===== src/rtl/uart_tx_pkg.sv =====
package uart_tx_pkg;

  typedef enum logic [2:0] {
    ST_IDLE,
    ST_START,
    ST_DATA,
    ST_PAR,
    ST_STOP
  } tx_state_e;

  // frame shape captured when a word is taken
  typedef struct packed {
    logic two_stop;
    logic par_en;
    logic par_even;
    logic par_stick;
  } frame_shape_t;

endpackage


===== src/rtl/uart_tx_ticker.sv =====
module uart_tx_ticker #(
  parameter int TICKS = 16
) (
  input  logic clk,
  input  logic rst,
  input  logic clear,
  input  logic tick,
  output logic bit_done
);
  localparam int CW = (TICKS > 1) ? $clog2(TICKS) : 1;
  localparam logic [CW-1:0] LAST = CW'(TICKS - 1);

  logic [CW-1:0] cnt;

  always_ff @(posedge clk) begin
    if (rst || clear) begin
      cnt <= '0;
    end else if (tick) begin
      cnt <= (cnt == LAST) ? '0 : cnt + 1'b1;
    end
  end

  assign bit_done = tick && !clear && (cnt == LAST);
endmodule


===== src/rtl/uart_tx_parity.sv =====
module uart_tx_parity #(
  parameter int DATA_W = 8,
  parameter int MIN_W  = 5,
  parameter int WL_W   = 2
) (
  input  logic [DATA_W-1:0] data,
  input  logic [WL_W-1:0]   wlen,
  input  logic              even_sel,
  input  logic              stick,
  output logic              par_bit
);
  logic [DATA_W-1:0] mask;
  logic              ones_odd;

  for (genvar g = 0; g < DATA_W; g++) begin : g_mask
    assign mask[g] = (g < MIN_W + int'(wlen));
  end

  assign ones_odd = ^(data & mask);

  always_comb begin
    if (stick)         par_bit = ~even_sel;
    else if (even_sel) par_bit = ones_odd;
    else               par_bit = ~ones_odd;
  end
endmodule


===== src/rtl/uart_frame_tx.sv =====
module uart_frame_tx
  import uart_tx_pkg::*;
#(
  parameter int DATA_W        = 8,
  parameter int MIN_W         = 5,
  parameter int TICKS_PER_BIT = 16,
  parameter int WL_W          = $clog2(DATA_W - MIN_W + 1)
) (
  input  logic              clk,
  input  logic              rst,
  input  logic              baud_tick,
  input  logic [WL_W-1:0]   cfg_wlen,
  input  logic              cfg_two_stop,
  input  logic              cfg_par_en,
  input  logic              cfg_par_even,
  input  logic              cfg_par_stick,
  input  logic              cfg_break,
  input  logic              in_valid,
  input  logic [DATA_W-1:0] in_data,
  output logic              in_ready,
  output logic              txd
);
  localparam int IW = (DATA_W > 1) ? $clog2(DATA_W) : 1;

  tx_state_e         state;
  frame_shape_t      shape_q;
  logic [WL_W-1:0]   wlen_q;
  logic [DATA_W-1:0] data_q;
  logic [IW-1:0]     bit_idx;
  logic [IW-1:0]     last_idx;
  logic              stop_idx;
  logic              accept;
  logic              bit_done;
  logic              par_bit;
  logic              line_bit;

  assign in_ready = (state == ST_IDLE);
  assign accept   = in_valid && in_ready;
  assign last_idx = IW'(MIN_W - 1) + IW'(wlen_q);

  uart_tx_ticker #(.TICKS(TICKS_PER_BIT)) u_ticker (
    .clk      (clk),
    .rst      (rst),
    .clear    (accept),
    .tick     (baud_tick),
    .bit_done (bit_done)
  );

  uart_tx_parity #(.DATA_W(DATA_W), .MIN_W(MIN_W), .WL_W(WL_W)) u_parity (
    .data     (data_q),
    .wlen     (wlen_q),
    .even_sel (shape_q.par_even),
    .stick    (shape_q.par_stick),
    .par_bit  (par_bit)
  );

  // frame sequencer
  always_ff @(posedge clk) begin
    if (rst) begin
      state    <= ST_IDLE;
      shape_q  <= '0;
      wlen_q   <= '0;
      data_q   <= '0;
      bit_idx  <= '0;
      stop_idx <= 1'b0;
    end else if (accept) begin
      state    <= ST_START;
      data_q   <= in_data;
      wlen_q   <= cfg_wlen;
      shape_q  <= '{two_stop: cfg_two_stop, par_en: cfg_par_en,
                    par_even: cfg_par_even, par_stick: cfg_par_stick};
      bit_idx  <= '0;
      stop_idx <= 1'b0;
    end else if (bit_done) begin
      unique case (state)
        ST_START: begin
          state   <= ST_DATA;
          bit_idx <= '0;
        end
        ST_DATA: begin
          if (bit_idx == last_idx) begin
            state    <= shape_q.par_en ? ST_PAR : ST_STOP;
            stop_idx <= 1'b0;
          end else begin
            bit_idx <= bit_idx + 1'b1;
          end
        end
        ST_PAR: begin
          state    <= ST_STOP;
          stop_idx <= 1'b0;
        end
        ST_STOP: begin
          if (stop_idx == shape_q.two_stop) state <= ST_IDLE;
          else                              stop_idx <= 1'b1;
        end
        default: state <= ST_IDLE;
      endcase
    end
  end

  always_comb begin
    unique case (state)
      ST_START: line_bit = 1'b0;
      ST_DATA:  line_bit = data_q[bit_idx];
      ST_PAR:   line_bit = par_bit;
      default:  line_bit = 1'b1;
    endcase
  end

  // registered line driver with live break override
  always_ff @(posedge clk) begin
    if (rst)            txd <= 1'b1;
    else if (cfg_break) txd <= 1'b0;
    else                txd <= line_bit;
  end
endmodule


===== config.mk =====
export PLATFORM = sky130hd
export DESIGN_NAME = uart_frame_tx
export DESIGN_NICKNAME = d
export VERILOG_FILES = /design/src/rtl/uart_tx_pkg.sv /design/src/rtl/uart_tx_ticker.sv /design/src/rtl/uart_tx_parity.sv /design/src/rtl/uart_frame_tx.sv
export SDC_FILE = /design/constraint.sdc
export NUM_CORES = 1
export LEC_CHECK = 0
export BUFFER_PORTS_ARGS = -buffer_cell sky130_fd_sc_hd__buf_2
export CORE_ASPECT_RATIO = 1.2
export CORE_MARGIN = 4
export CORE_UTILIZATION = 57
export CTS_BUF_LIST = sky130_fd_sc_hd__clkbuf_8
export CTS_CLUSTER_SIZE = 14
export DETAILED_ROUTE_END_ITERATION = 10
export PLACE_DENSITY_LB_ADDON = 0.2
export SLEW_MARGIN = 10
export SYNTH_ARGS = -nofsm -noshare
export SYNTH_HDL_FRONTEND = slang
export SYNTH_SLANG_ARGS = --single-unit

===== constraint.sdc =====
create_clock -name clk -period 1.9 [get_ports clk]
set_clock_uncertainty 0.2 [all_clocks]
set_input_delay 0.285 -clock clk [delete_from_list [all_inputs] [get_ports clk]]
set_output_delay 0.285 -clock clk [all_outputs]
set_load 0.01 [all_outputs]

* After elaboration in Yosys (flattened, before gate mapping)
Index checks and enable logic that the tools add are counted.
W data, S select, Z words.
** Word-level totals
- Flip-flop bits (word level) :: 26
- Bits in latches :: 0
- Memory bits (writable) :: 0
- Bits in read-only memories :: 0
- Output and inout port bits :: 2
- Logic and storage cells :: 74
- Memories :: 0
** Operators by class
- Add/subtract/negate cells :: 4
- Multipliers :: 0
- Div/mod/pow operators :: 0
- Order comparisons :: 9
- Equality and inequality tests :: 13
- Shifts and indexed selects :: 0
- Muxes and demuxes :: 18
- Bitwise gates (word level) :: 3
- Reduce and logical (&&, ||, !) cells :: 15
** Operators by type and width (number)
- $lt A4 B32 Y1 const A :: 4
- $lt A3 B32 Y1 const A :: 2
- $lt A2 B32 Y1 const A :: 1
- $mux W3 :: 4
- $pmux W3 S4 :: 1
- $reduce_and A3 Y1 :: 3
- $and A8 B8 Y8 :: 1
- $mux W1 :: 8
- $ne A2 B2 Y1 const B :: 4
- $reduce_xor A8 Y1 :: 1
- $eq A3 B2 Y1 const B :: 2
- $ne A3 B2 Y1 const B :: 2
- $pmux W1 S3 :: 2
- $pmux W3 S2 :: 1
- $add A3 B2 Y4 const A :: 1
- $add A4 B1 Y4 const B :: 1
- $eq A4 B4 Y1 const B :: 1
- $lt A1 B4 Y1 const A :: 1
- $lt A3 B4 Y1 const B :: 1
- $mux W4 :: 1
- $reduce_and A4 Y1 :: 1
- $reduce_bool A2 Y1 :: 2
- $add A3 B1 Y3 const B :: 1
- $add A3 B2 Y3 const A :: 1
- other kinds (12) :: 15

* Depth between registers and ports, before layout
Gate-level depths: netlist (run 1).
- Depth in word-level cells :: 9
- Depth in mapped cells :: 7

* By module
From an unflattened synthesis (run 1), not the netlist that was laid out.
** Second synthesis, totals
- Cells, all modules :: 160
- Area total of the unflattened synthesis :: 1370.1 µm²
** Modules (own cells, without submodules)
- uart_frame_tx :: times used 1, cells an instance 128, area each 1048.5 µm², sequential area each 440.4 µm²
- uart_tx_ticker :: times used 1, cells an instance 19, area each 187.7 µm², sequential area each 80.1 µm²
- uart_tx_parity :: times used 1, cells an instance 13, area each 133.9 µm², sequential area each 0.0 µm²

* Worst setup path after synthesis (run 1)
Ideal clock, no wire load.
- Path kind :: register to register
- From :: register state[1]
- To :: register u_ticker.cnt[0]
- Library setup time :: 0.132 ns
- Data arrival time :: 1.437 ns
- Data required time :: 1.568 ns
- Slack :: 0.132 ns
- Cell stages (with the launch flop) :: 7
- Path buffers :: 2
- Period minus slack after synthesis :: 1.768 ns
- Cells stage by stage :: dfxtp_1 -> buf_2 -> nor3_1 -> nand2_1 -> nand2b_1 -> clkbuf_1 -> nor3_1
** Between the ends
- Longest elaborated chain between the ends :: 3
** Ends and longest elaborated chain
- start, declared :: line uart_frame_tx.sv:25 : tx_state_e state;
- start signal, assigned :: line uart_frame_tx.sv:82 : state <= shape_q.par_en ? ST_PAR : ST_STOP;
- $logic_not A3 Y1 :: line uart_frame_tx.sv:37 : assign in_ready = (state == ST_IDLE);
- via in_ready :: line uart_frame_tx.sv:20 : output logic in_ready,
- $logic_and A1 B1 Y1 :: line uart_frame_tx.sv:38 : assign accept = in_valid && in_ready;
- $logic_or A1 B1 Y1 :: line uart_tx_ticker.sv:16 : if (rst || clear) begin
- end signal, assigned :: line uart_tx_ticker.sv:19 : cnt <= (cnt == LAST) ? '0 : cnt + 1'b1;
- end, declared :: line uart_tx_ticker.sv:13 : logic [CW-1:0] cnt;
The timed path passes the listed nets, and every way through them passes these cells.
A chain may end at the register's enable or synchronous reset.

* Final worst setup path (run 1)
- From :: register u_ticker.cnt[1]
- To :: register bit_idx[2]
** Between the ends
- Longest elaborated chain between the ends :: 3
** Ends and longest elaborated chain
- $eq A4 B4 Y1 :: line uart_tx_ticker.sv:23 : assign bit_done = tick && !clear && (cnt == LAST);
- $logic_and A1 B1 Y1 :: line uart_tx_ticker.sv:23
- $reduce_and A3 Y1 (no line)
- end signal, assigned :: line uart_frame_tx.sv:85 : bit_idx <= bit_idx + 1'b1;
- end, declared :: line uart_frame_tx.sv:29 : logic [IW-1:0] bit_idx;
No other way between the ends.

==> results of run 1 <==
cell type report:
| cell class | instances | area, sq um |
|---|---|---|
| tap | 30 | 37.5 |
| inverter | 3 | 11.3 |
| clock buffer | 3 | 41.3 |
| timing repair buffer | 26 | 145 |
| fill | 179 | 621 |
| sequential | 26 | 522 |
| multi-input combinational | 124 | 739 |
where the power goes:
| part | switching [mW] | internal, mW | total, mW |
|---|---|---|---|
| sequential | 0.0236 | 0.570 | 0.593 |
| combinational | 0.0740 | 0.0748 | 0.149 |
| clock | 0.164 | 0.142 | 0.306 |
worst max-delay path, delay by kind of cell, from the launching register on:
kind	cells	cell delay [ns]
compound gates	2	0.29
fa+ha+maj	1	0.21
flops	1	0.37
simple gates	3	0.71
per-stage QoR:
step / total power, mW / instance area [sq um] / TNS (ns)
floorplan: 0.703 / 1300 / 0
global placement: 0.746 / 1450 / 0
detailed placement: 0.753 / 1450 / 0
CTS: 1.05 / 1490 / 0
global route: 1.09 / 1500 / -0.0323
finish: 1.05 / 1500 / 0
per-layer routing:
| metal | share of wire (%) | track usage [%] | routed length (um) |
|---|---|---|---|
| met1 | 40 | 22.9 | 1160 |
| met3 | 3.7 | 3.24 | 105 |
| met5 | 0 | 0 | 0 |
| met2 | 55 | 38.9 | 1570 |
| met4 | 1.1 | 9.36 | 30 |
synthesized netlist by cell type, types with 3 or more instances:
library cell	instances
a21oi_1	22
a31oi_1	3
clkbuf_1	4
dfxtp_1	26
inv_1	3
mux2i_1	3
nand2_1	43
nand3_1	3
nor2_1	7
nor3_1	4
o21ai_0	5
xnor2_1	7
timing repair:
| action | in CTS | in global routing |
|---|---|---|
| resized for setup | 0 | 3 |
| setup endpoints to repair | 0 | 3 |
| buffers inserted | 0 | 0 |
flip-flops by register name, indices dropped and copies added, names as in the netlist:
| name | cells |
|---|---|
| wlen_q | 2 |
| stop_idx | 1 |
| bit_idx | 3 |
| state | 3 |
| u_ticker.cnt | 4 |
| txd | 1 |
| shape_q | 4 |
| data_q | 8 |
cells by family (layout without fill, tap and decap cells):
kind of cell	Yosys count	count (layout)
AO/OA/AOI/OAI	38	38
XOR/XNOR	10	10
adder cells (fa/ha/maj)	2	2
buffers and inverters	10	32
flip-flops	26	26
multiplexers	5	5
AND/OR/NAND/NOR	69	69
layout by cell type (no fill, tap or decap), types with 2 or more instances in the layout:
cell	synthesis	final
nand2_1	43	43
dfxtp_1	26	25
a21oi_1	22	22
buf_2	2	20
xnor2_1	7	7
nor2_1	7	7
buf_4	0	6
nor3_1	4	4
o21ai_0	5	4
inv_1	3	3
a31oi_1	3	3
nand3_1	3	3
mux2i_1	3	3
clkbuf_8	0	3
and2_1	2	2
nand2b_1	2	2
a211o_1	2	2
or3_1	2	2
mux4_1	2	2
xor2_1	2	2
final timing paths:
check                           cells past startpoint            start    endpoint
worst max-delay path                                6  u_ticker.cnt[1]  bit_idx[2]
worst min-delay path                                3       cfg_par_en  shape_q[2]
worst max register to register                      6  u_ticker.cnt[1]  bit_idx[2]
worst min register to register                      2       shape_q[0]  shape_q[0]
==> reports/summary.md, run 1 <==
For the worst slew slack as a fraction of its limit, the log shows 72.1%. Number of hold-slack violations in the final timing report: 0. Clock tree synthesis selected as its root buffer the cell clkbuf_8.

The clock reaches the later pin of the worst-skew pair after 0.27 ns. Of the cells placed in the final design, the portion with a size suffix greater than 1 is 18.7%. The run gives 4 as the total iterations of the first detailed-routing run.

The area share of the largest cell type after synthesis works out to 40.1%. VDD sags by at most 0.570 mV. Counting every instance in the synthesized netlist gives 160. Count of input and output buffers: 20. For this run, the register share of the synthesized area comes to 40.1%.

The core utilization of the finished layout is 70.7%. The worst hold path belongs to the class input port to register. The worst-margin pin slew was 0.415 ns.

Data arrives at the worst endpoint at 1.84 ns. The number of primary I/O pins is 21, and the die extent in y is 60.3 um. In this run, distinct cell masters in the synthesized netlist total 34. The clock passes through at most 2 buffers.

Summing the areas of all xor and xnor instances in the mapped netlist gives 7.81% of the synthesized area. The worst setup path is captured at a register. In this run the remaining antenna-violating nets after routing total 0. The analysis attributes to cell leakage a power of 0.567 nW.

Summed over all layers, the global routing overflow is 0. Of all nets on the critical path, the largest fanout is 5. The worst path uses 97.0% of the clock period. The ratio of routed vias to standard cells is 5.55. The number of nets in the finished design was 205. Setup violations remaining at the end of the flow were counted as 0. The wire-length estimate of the detail-placed layout is 2.18 mm. Summing the areas of all compound-gate instances in the mapped netlist gives 17.1% of the synthesized area. The starting density of the core is 61.3%, and the total routed wirelength is 2.86 mm.

Overall via count from detail_route: 1176. The power per cell area is 701 nW/um^2. The logs give 0 for the max-slew violation total from the final report and 3110 sq um for the overall die area.

The run finished with clean final reports. Count of non-filler cells in the finished layout: 212. Among all flip-flop cells after synthesis, the most frequent one is dfxtp_1.

TritonCTS built the clock tree. The floorplan step defined a core boundary enclosing 2120 sq um. The number of nets handed over by synthesis was 181.

The worst path needs 1.84 ns of the cycle, external delays included. Setup repair after global routing could not meet its margin everywhere. The number of synthesized flops with an enable pin is 0, and the largest net degree at the start of global routing is 18. The number of H-tree levels was 1. dfxtp_1 takes more of the synthesized area than any other cell.

The tools report the number of clock sinks seen by CTS as 26. The maximum single-stage delay on the critical path came out at 0.49 ns. The run gives 0.0439 ns as the worst hold slack.

After detailed routing, the average wire length per cell comes to 13.5 um. The reported max-cap violation count was 0. The average size of a mapped cell is 8.11 sq um.

The signal on the critical path passes through ha_2, nand2_1, nor2_4, o211ai_2, or4_1, a21oi_1. The run gives 1300 sq um as the total standard cell area after synthesis. Clock tree synthesis inserted a total of 3 buffers.

The logs give 0 for the count of inserted antenna diode cells and 18 for the floorplan row count. Worst-case setup slack after placement: 0.0364 ns. The multiplexer fraction of the synthesized cell area is 6.36%, and the initial DRC count is 23. The adder-cell share of the synthesized area was 1.93%; the data required time at the worst endpoint was 1.90 ns. The number of global-route vias before repair came out at 1160. The wire length of the first global-routing pass is 4.93 mm. In the post-route analysis, the smallest setup slack over all paths is 0.0566 ns. The worst setup path is launched from a register. Overall track demand over capacity in global routing: 20.8%. After synthesis, the share of flip-flops with an asynchronous set or reset is 0%. The slowest stage of the critical path is the or4_1 cell. Across all register-to-register paths, the minimum setup slack is 0.06 ns. Area share of and/or/nand/nor cells after synthesis: 23.6%.

Clock-pin slew was measured on the worst setup and hold paths at 0.09 ns. Static timing analysis puts the maximum clock frequency at 542 MHz. The logs give 0 for the cts-stage hold buffer count and 0 for the initial antenna violation count. In this run the horizontal extent of the chip is 51.6 um.

After synthesis, the largest family of logic cells by area is simple AND/OR/NAND/NOR gates. The total number of yosys warnings came out at 0. The worst setup path is of the register to register kind. The synthesis-to-layout area growth is 15.3%. The congestion estimate from routability-driven global placement came to 0.957.

Including well taps, the total number of placed cells is 209. Post-synthesis sequential element count: 26. By area the synthesized netlist is led by dfxtp_1, nand2_1, a21oi_1, xnor2_1, mux4_1. In the routed design, unresolved DRC markers number 0.
No activity file was read; power rests on OpenSTA's default activity.
==> run 2, diff against run 1 <==
--- a/config.mk
+++ b/config.mk
@@ -8,7 +8,7 @@
 export BUFFER_PORTS_ARGS = -buffer_cell sky130_fd_sc_hd__buf_2
 export CORE_ASPECT_RATIO = 1.2
 export CORE_MARGIN = 4
-export CORE_UTILIZATION = 57
+export CORE_UTILIZATION = 26
 export CTS_BUF_LIST = sky130_fd_sc_hd__clkbuf_8
 export CTS_CLUSTER_SIZE = 14
 export DETAILED_ROUTE_END_ITERATION = 10
==> run 2 against run 1 <==
Net effect:
- die area increased by 99%
- combinational power about the same
- critical path depth decreased by 1
- first-iteration DRC count increased by 120%
- worst setup slack improved by 0.11 ns
- fmax increased by 6.3%
- flip-flop and latch count unchanged
- register-to-register slack improved by 0.11 ns
- power increased by 5.3%
- largest cell class unchanged
- final area increased by 5.4%
- sequential share of layout area decreased by 1.7 points
- wire length increased by 2.0%
==> reports/summary.md, run 2 (synthesis gave the netlist of run 1 again) <==
The worst pin sits at a relative slew slack of 70.8%. Number of H-tree levels: 1. The tools report the largest net degree at the start of global routing as 18.

Per report_power, the clock group accounts for 32.9% of the total. Net switching is 24.8% of the power. Across the VDD grid, the largest voltage drop is 0.367 mV.

The largest registers in the layout are data_q (8), shape_q (4), u_ticker.cnt (4). Setup repair after global routing left no endpoint under its margin. The register-to-register setup slack came out at 0.17 ns.

The die covers 6190 sq um. The logs give 0.595 nW for the static leakage and 0.0336 ns for the worst hold slack. Detailed placement ended at an HPWL of 2.23 mm. Buffers placed on the I/O ports in this run total 20.

From synthesis to final layout, the design area changed by 21.5%. The register with the most flip-flops in the layout has 8 of them. After global routing the overflow that remains totals 0. Overall via count from detail_route: 1146.

The share of power burned in combinational logic is 13.4%, and the number of hold-slack violations in the final timing report is 0. Setup violations remaining at the end of the flow were counted as 0. The initial DRC count came out at 51. Setup total negative slack on the finished layout was measured at 0 ns. For the clock network latency to the later pin of the worst-skew pair, the log shows 0.27 ns. At the end of routability-driven placement, the weighted congestion stood at 0.702. Cells with a size suffix above 1 make up 21.4% of the layout. The overall track demand over capacity in global routing was 9.99%; the internal cell power was 0.830 mW. Largest register by flop count: data_q. For the post-placement cell count, the log shows 241.

The startpoint identified for the worst hold timing path is cfg_wlen[0]. After detailed routing, the total wire length is 2.91 mm. For the post-CTS setup buffer count, the log shows 0.

Measured on the finished design, the core utilization comes to 33.6%. The library cell used most frequently in the layout, excluding fill and tap cells, is nand2_1. The first global-routing pass estimated 5.02 mm of wire.

In this run the power density over the cells is 700 nW/um^2. Along the worst path, the maximum fanout reaches 3. The floorplan step set the die height to 85.4 um. The repair_antennas step left the layout with diodes totalling 0. The number of nets in the finished design is 209, and the depth of the worst hold-timing path is 3.

The core region is 4700 sq um. Data arrives at the worst endpoint at 1.73 ns. The reported max-cap violation count is 0. Ratio of routed vias to standard cells: 4.68.

In the layout the commonest cells are nand2_1, dfxtp_1, a21oi_1. The floorplan has 27 rows. Standard cell with the maximum stage delay on the critical path: xnor3_1. Critical path launch point type: a register. The run gives 577 MHz as the maximum clock frequency. The portion of the clock cycle consumed by the worst path in the final layout is 91.3%, and the max-slew violation total from the final report is 0.

For the remaining routing DRC violations, the log shows 0. The worst-margin pin slew is 0.438 ns. On the worst path, the slowest cell contributes a delay of 0.43 ns.

The detailed-route wire length per cell was 11.9 um. The worst setup path is captured at a register. In this run, flip-flops and latches consume 53.7% of the power.

For hold timing, the worst endpoint is wlen_q[0]. For this configuration, the core starts out at a cell density of 27.6%. In this run the remaining antenna-violating nets after routing total 0.

The run finished with clean final reports. In this run the critical register-to-register path is captured at txd. The tools report the root buffer selected by CTS as clkbuf_8. The run gives 2 as the deepest clock path buffer count.

TritonCTS created 3 clock buffers. The data required time at the worst endpoint is 1.89 ns. After the flow finishes, the layout carries non-filler instances totaling 245. Summed over all nets, the switching power comes to 0.273 mW. The critical path class was register to register.

The post-route minimum period works out to 1.73 ns. Clock-pin slew was measured on the worst setup and hold paths at 0.09 ns. TritonCTS built the clock tree. The number of global-route vias before repair is 1120, and the area of all placed cells without fillers is 1580 sq um. In this run the critical register-to-register path is launched from data_q[4]. The clock drives 26 sinks. 21 I/O pins were placed.

The tightest min-delay check is of the input port to register type. In this run the horizontal extent of the chip is 72.5 um. For the initial antenna violation count, the log shows 0.

The tools report the total iterations of the first detailed-routing run as 4. After detailed placement, the total cell area comes to 1520 sq um. The most frequent cell on the critical path is xnor2_1.

Traced cell by cell, the critical path runs through xnor2_1, xnor2_1, xnor3_1, o21a_1, o31ai_1. The depth of the worst register-to-register path is 5.
==> run 2: cell count changes in the layout (fill, tap and decap cells not counted), sizes merged <==
cell    delta
buf        +4
clkbuf     +1
==> run 2: final cells by class <==
type / count / area [sq um]
Timing Repair Buffer: 30 / 175
Multi-Input combinational cell: 124 / 739
Sequential cell: 26 / 523
Inverter: 3 / 11.3
Clock buffer: 4 / 55.1
Tap cell: 58 / 72.6
Fill cell: 502 / 3120
==> run 2: layer usage <==
layer | up-vias | GRT usage, % | part of all wire, %
met4 | 0 | 2.52 | 0.93
met1 | 514 | 13.1 | 47
met2 | 27 | 16.4 | 47
met3 | 4 | 2.37 | 4.6
met5 | - | 0 | 0
li1 | 601 | - | -
==> run 2: critical path, delay by kind of cell, from the launching register on <==
| kind | cells | cell delay, ns |
|---|---|---|
| xor+xnor | 3 | 0.73 |
| compound gates | 2 | 0.35 |
| flops | 1 | 0.38 |
==> run 2: power groups by stage <==
stage | Clock (mW) | Sequential (mW) | Combinational, mW
6_report | 0.363 | 0.593 | 0.148
4_1_cts | 0.378 | 0.592 | 0.151
3_3_place_gp | 0 | 0.605 | 0.152
2_1_floorplan | 0 | 0.600 | 0.102
3_5_place_dp | 0 | 0.605 | 0.151
5_1_grt | 0.406 | 0.597 | 0.169
==> run 2: how the worst max path moves through the flow <==
stage	start	endpoint	slack (ns)
finish	data_q[4]	txd	0.17
global route	bit_idx[1]	bit_idx[2]	0.01
CTS	wlen_q[0]	txd	0.09
detailed placement	wlen_q[0]	txd	0.10
global placement	wlen_q[0]	txd	0.12
floorplan	state[1]	u_ticker.cnt[0]	0.13
==> run 2: timing repair <==
item	CTS	global route
gates resized for setup	0	4
setup endpoints to repair	0	2
hold buffers	0	0
==> run 2: per-stage QoR <==
| stage | setup slack [ns] | power, mW |
|---|---|---|
| 2_1_floorplan | 0.132 | 0.703 |
| 3_3_place_gp | 0.118 | 0.757 |
| 3_5_place_dp | 0.103 | 0.756 |
| 4_1_cts | 0.0868 | 1.12 |
| 5_1_grt | 0.0123 | 1.17 |
| 6_report | 0.166 | 1.10 |
==> run 3, diff against run 2 <==
--- a/config.mk
+++ b/config.mk
@@ -16,4 +16,5 @@
 export SLEW_MARGIN = 10
 export SYNTH_ARGS = -nofsm -noshare
 export SYNTH_HDL_FRONTEND = slang
+export SYNTH_HIERARCHICAL = 1
 export SYNTH_SLANG_ARGS = --single-unit
==> run 3 against run 2 <==
Net effect:
- the flow now finishes with violations (negative setup slack)
- synthesized area rose by 5.6%
- global-route usage rose by 0.082 points
- first-iteration DRC count fell by 5.9%
- sequential share of layout area fell by 3.9 points
- sequential power fell by 0.8%
- critical path depth rose by 3
- critical path type unchanged
- largest power group unchanged
==> reports/summary.md, run 3 <==
The run gives 27.3% as the starting density of the core. The count of inserted antenna diode cells was 0. The total iterations of the first detailed-routing run is 4, and the data required time at the worst endpoint is 1.87 ns. The clock net in this run drives a total of 26 sinks. For the worst flop-to-flop path, the logic depth is 8. The root buffer selected by CTS is clkbuf_8.

The first global-routing pass estimated 5.04 mm of wire. The area used by multi-input combinational logic was 841 sq um. The most used flip-flop cell after synthesis was dfxtp_1. The detailed-route wire length per cell is 12.4 um, and the worst-margin pin slew is 0.704 ns. The tools report the initial DRC count as 48. The startpoint identified for the worst register-to-register timing path is data_q[3].

Dividing the final minimum period by the clock period gives 116%. The remaining routing DRC violations was 0; the core region area was 5010 sq um. The initial antenna violation count was 0; the sequential cell area was 527 sq um. The max-slew violation total from the final report was 0; the overall track demand over capacity in global routing was 10.1%. The register with the most flip-flops in the layout has 8 of them.

Cells fill 35.9% of the core in the end. For this block, the via count after detailed routing is 1222. The longest clock path from root to sink contains 2 buffers. For the total CTS buffers, the log shows 3.

Power spread over the standard cell area amounts to 637 nW/um^2. Leaving out fill and tap cells, the most frequent cells in the layout are nand2_1, buf_4, dfxtp_1. For this design the top-level I/O count stands at 21.

The residual antenna-violating net count after detailed routing is 0. TritonCTS built the clock tree. By count the netlist is led by nand2_1, dfxtp_1, a21oi_1.

The floorplan row count was 28; the synthesis-to-layout area growth was 31.3%. Maximum clock frequency: 455 MHz. The cell count after synthesis was 160.

Among all cell types in the netlist, the one instantiated most often is nand2_1. The clock-pin slew on the worst setup and hold paths is 0.09 ns. The endpoint of the lowest-slack register-to-register path is txd. The Yosys step of the flow raised 6 warnings. The mapped netlist covers 1370 sq um.

The finished cells cover 1800 sq um. The filler cell count in the final layout was 518. The tools report the origin of the worst min-delay path as in_data[0]. The tools report the capturing element type of the critical path as a register. Setup slack on the worst reg-to-reg path comes out at -0.30 ns. Ranked by total cell area, the synthesized netlist is headed by dfxtp_1, nand2_1, a21oi_1, xor2_1, mux4_2. The critical path class is register to register. The number of nets in the synthesized netlist is 181. Setup total negative slack on the finished layout was measured at -0.426 ns. The largest registers in the layout are data_q (8), shape_q (4), u_ticker/cnt (4).

The horizontal extent of the die was 74.3 um; the total of endpoints with negative setup slack in the final report was 3. The final worst-path setup slack was -0.296 ns; the clock network latency to the later pin of the worst-skew pair was 0.27 ns. The number of synthesized flops with an enable pin works out to 0.

Entering global routing, the biggest net connects 21 pins. The routed design has 3.25 mm of wire. The reported max-cap violation count is 0, and the maximum ir drop on the vdd rail is 0.257 mV. The tools report the destination of the worst hold path as data_q[0]. The post-synthesis sequential element count came out at 26. The checks that failed: negative setup slack. The top cell type by area accounts for 38.0% of the synthesized area. The type of the most critical hold path is input port to register.

Headroom to the max-slew limit came out at 52.6%. The flow ran to the end, but the final reports show violations. The floorplan step set the die height to 87.5 um. Sequential elements use 38.0% of the synthesized area.

Yosys mapped the design onto 45 distinct sky130hd cell types. Setup repair after global routing could not meet its margin everywhere. The biggest area consumer among synthesized cells is dfxtp_1.

The total power of the final layout is 1.15 mW. The logs give 1 for the number of H-tree levels and 224 for the number of nets in the finished design. Routability-driven placement finished with a final weighted congestion of 0.751.

Averaged over all synthesized cells, the footprint is 8.56 sq um. The post-route minimum period is 2.20 ns, and the worst-case setup slack after placement is -0.359 ns. Detailed placement finished with a half-perimeter wire length of 2.39 mm. The ratio of routed vias to standard cells was 4.66.

Of all flip-flops after synthesis, the portion carrying an async set or reset was 0%. In the final layout, the share of cells above drive strength 1 is 37.6%. The biggest fanout along the worst timing path came out at 2. The count of input and output buffers was 20; the critical path data arrival time was 2.16 ns. Number of hold-slack violations in the final timing report: 0. The tools report the critical path launch point type as a register. The worst hold path was traced through 3 stages. The die covers 6500 sq um. The most common cell after layout, fill and taps aside is nand2_1.

The logs give 0.741 nW for the static leakage and 1700 sq um for the cell area reported after detailed placement. The run gives 0 as the sum of overflow across all layers after global routing. data_q holds more flip-flops than any other register. The number of global-route vias before repair is 1132.
[run 3: worst max-delay path by stage]
stage                     startpoint  endpoint  slack [ns]  depth (start not counted)
after detailed placement   data_q[3]       txd       -0.36                          8
after CTS                  data_q[0]       txd       -0.34                          8
final                      data_q[3]       txd       -0.30                          8
after global routing       data_q[3]       txd       -0.40                          8
after global placement     data_q[3]       txd       -0.35                          8
after floorplan            data_q[3]       txd       -0.31                          8
[run 3: final cells by class]
cell class,count,area share (%)
inverter,5,1.18
tap,60,4.17
sequential,26,29.3
clock buffer,4,3.06
multi-input combinational,123,46.7
timing repair buffer,44,15.6
[run 3: kinds of logic (layout without fill, tap and decap cells)]
| logic type | count (synthesis) | after routing | share of synthesized area, % |
|---|---|---|---|
| AO/OA/AOI/OAI | 32 | 32 | 14.5 |
| adder cells (fa/ha/maj) | 2 | 2 | 1.83 |
| AND/OR/NAND/NOR | 73 | 73 | 27.7 |
| XOR/XNOR | 11 | 11 | 8.59 |
| multiplexers | 5 | 5 | 5.48 |
| buffers and inverters | 11 | 53 | 3.93 |
| flip-flops | 26 | 26 | 38.0 |
[run 3: power by group]
| group | internal (mW) | leakage [nW] | total (mW) | switching, mW |
|---|---|---|---|---|
| combinational | 0.0979 | 0.497 | 0.191 | 0.0927 |
| clock | 0.186 | 0.0288 | 0.368 | 0.182 |
| sequential | 0.569 | 0.215 | 0.588 | 0.0189 |
[run 3: through the flow]
step / instances / hold slack (ns)
2_1_floorplan: 160 / 0.156
3_3_place_gp: 256 / 0.244
3_5_place_dp: 256 / 0.265
4_1_cts: 261 / 0.0257
5_1_grt: 262 / 0.0278
6_report: 262 / 0.0365
[run 3: per-layer routing]
layer,up-vias,global-route usage (%),part of all wire (%)
met4,0,4.85,1.7
met5,-,0,0
li1,642,-,-
met1,559,11.5,46
met3,4,1.85,3.0
met2,17,17.7,49
[run 3: critical path: stages (launching register included)]
cell	delay, ns
dfxtp_2	0.33
xnor3_1	0.41
xnor2_2	0.15
nand3_1	0.07
or3b_1	0.35
xor2_1	0.15
nand3_1	0.07
a31oi_1	0.06
or3_1	0.29
[run 3: repair_timing]
item                                    4_1_cts  5_1_grt
endpoints found under the setup margin        3        5
pin swaps                                     6        8
gates resized for setup                       3        6
hold buffers                                  0        0
setup buffers                                 1        1
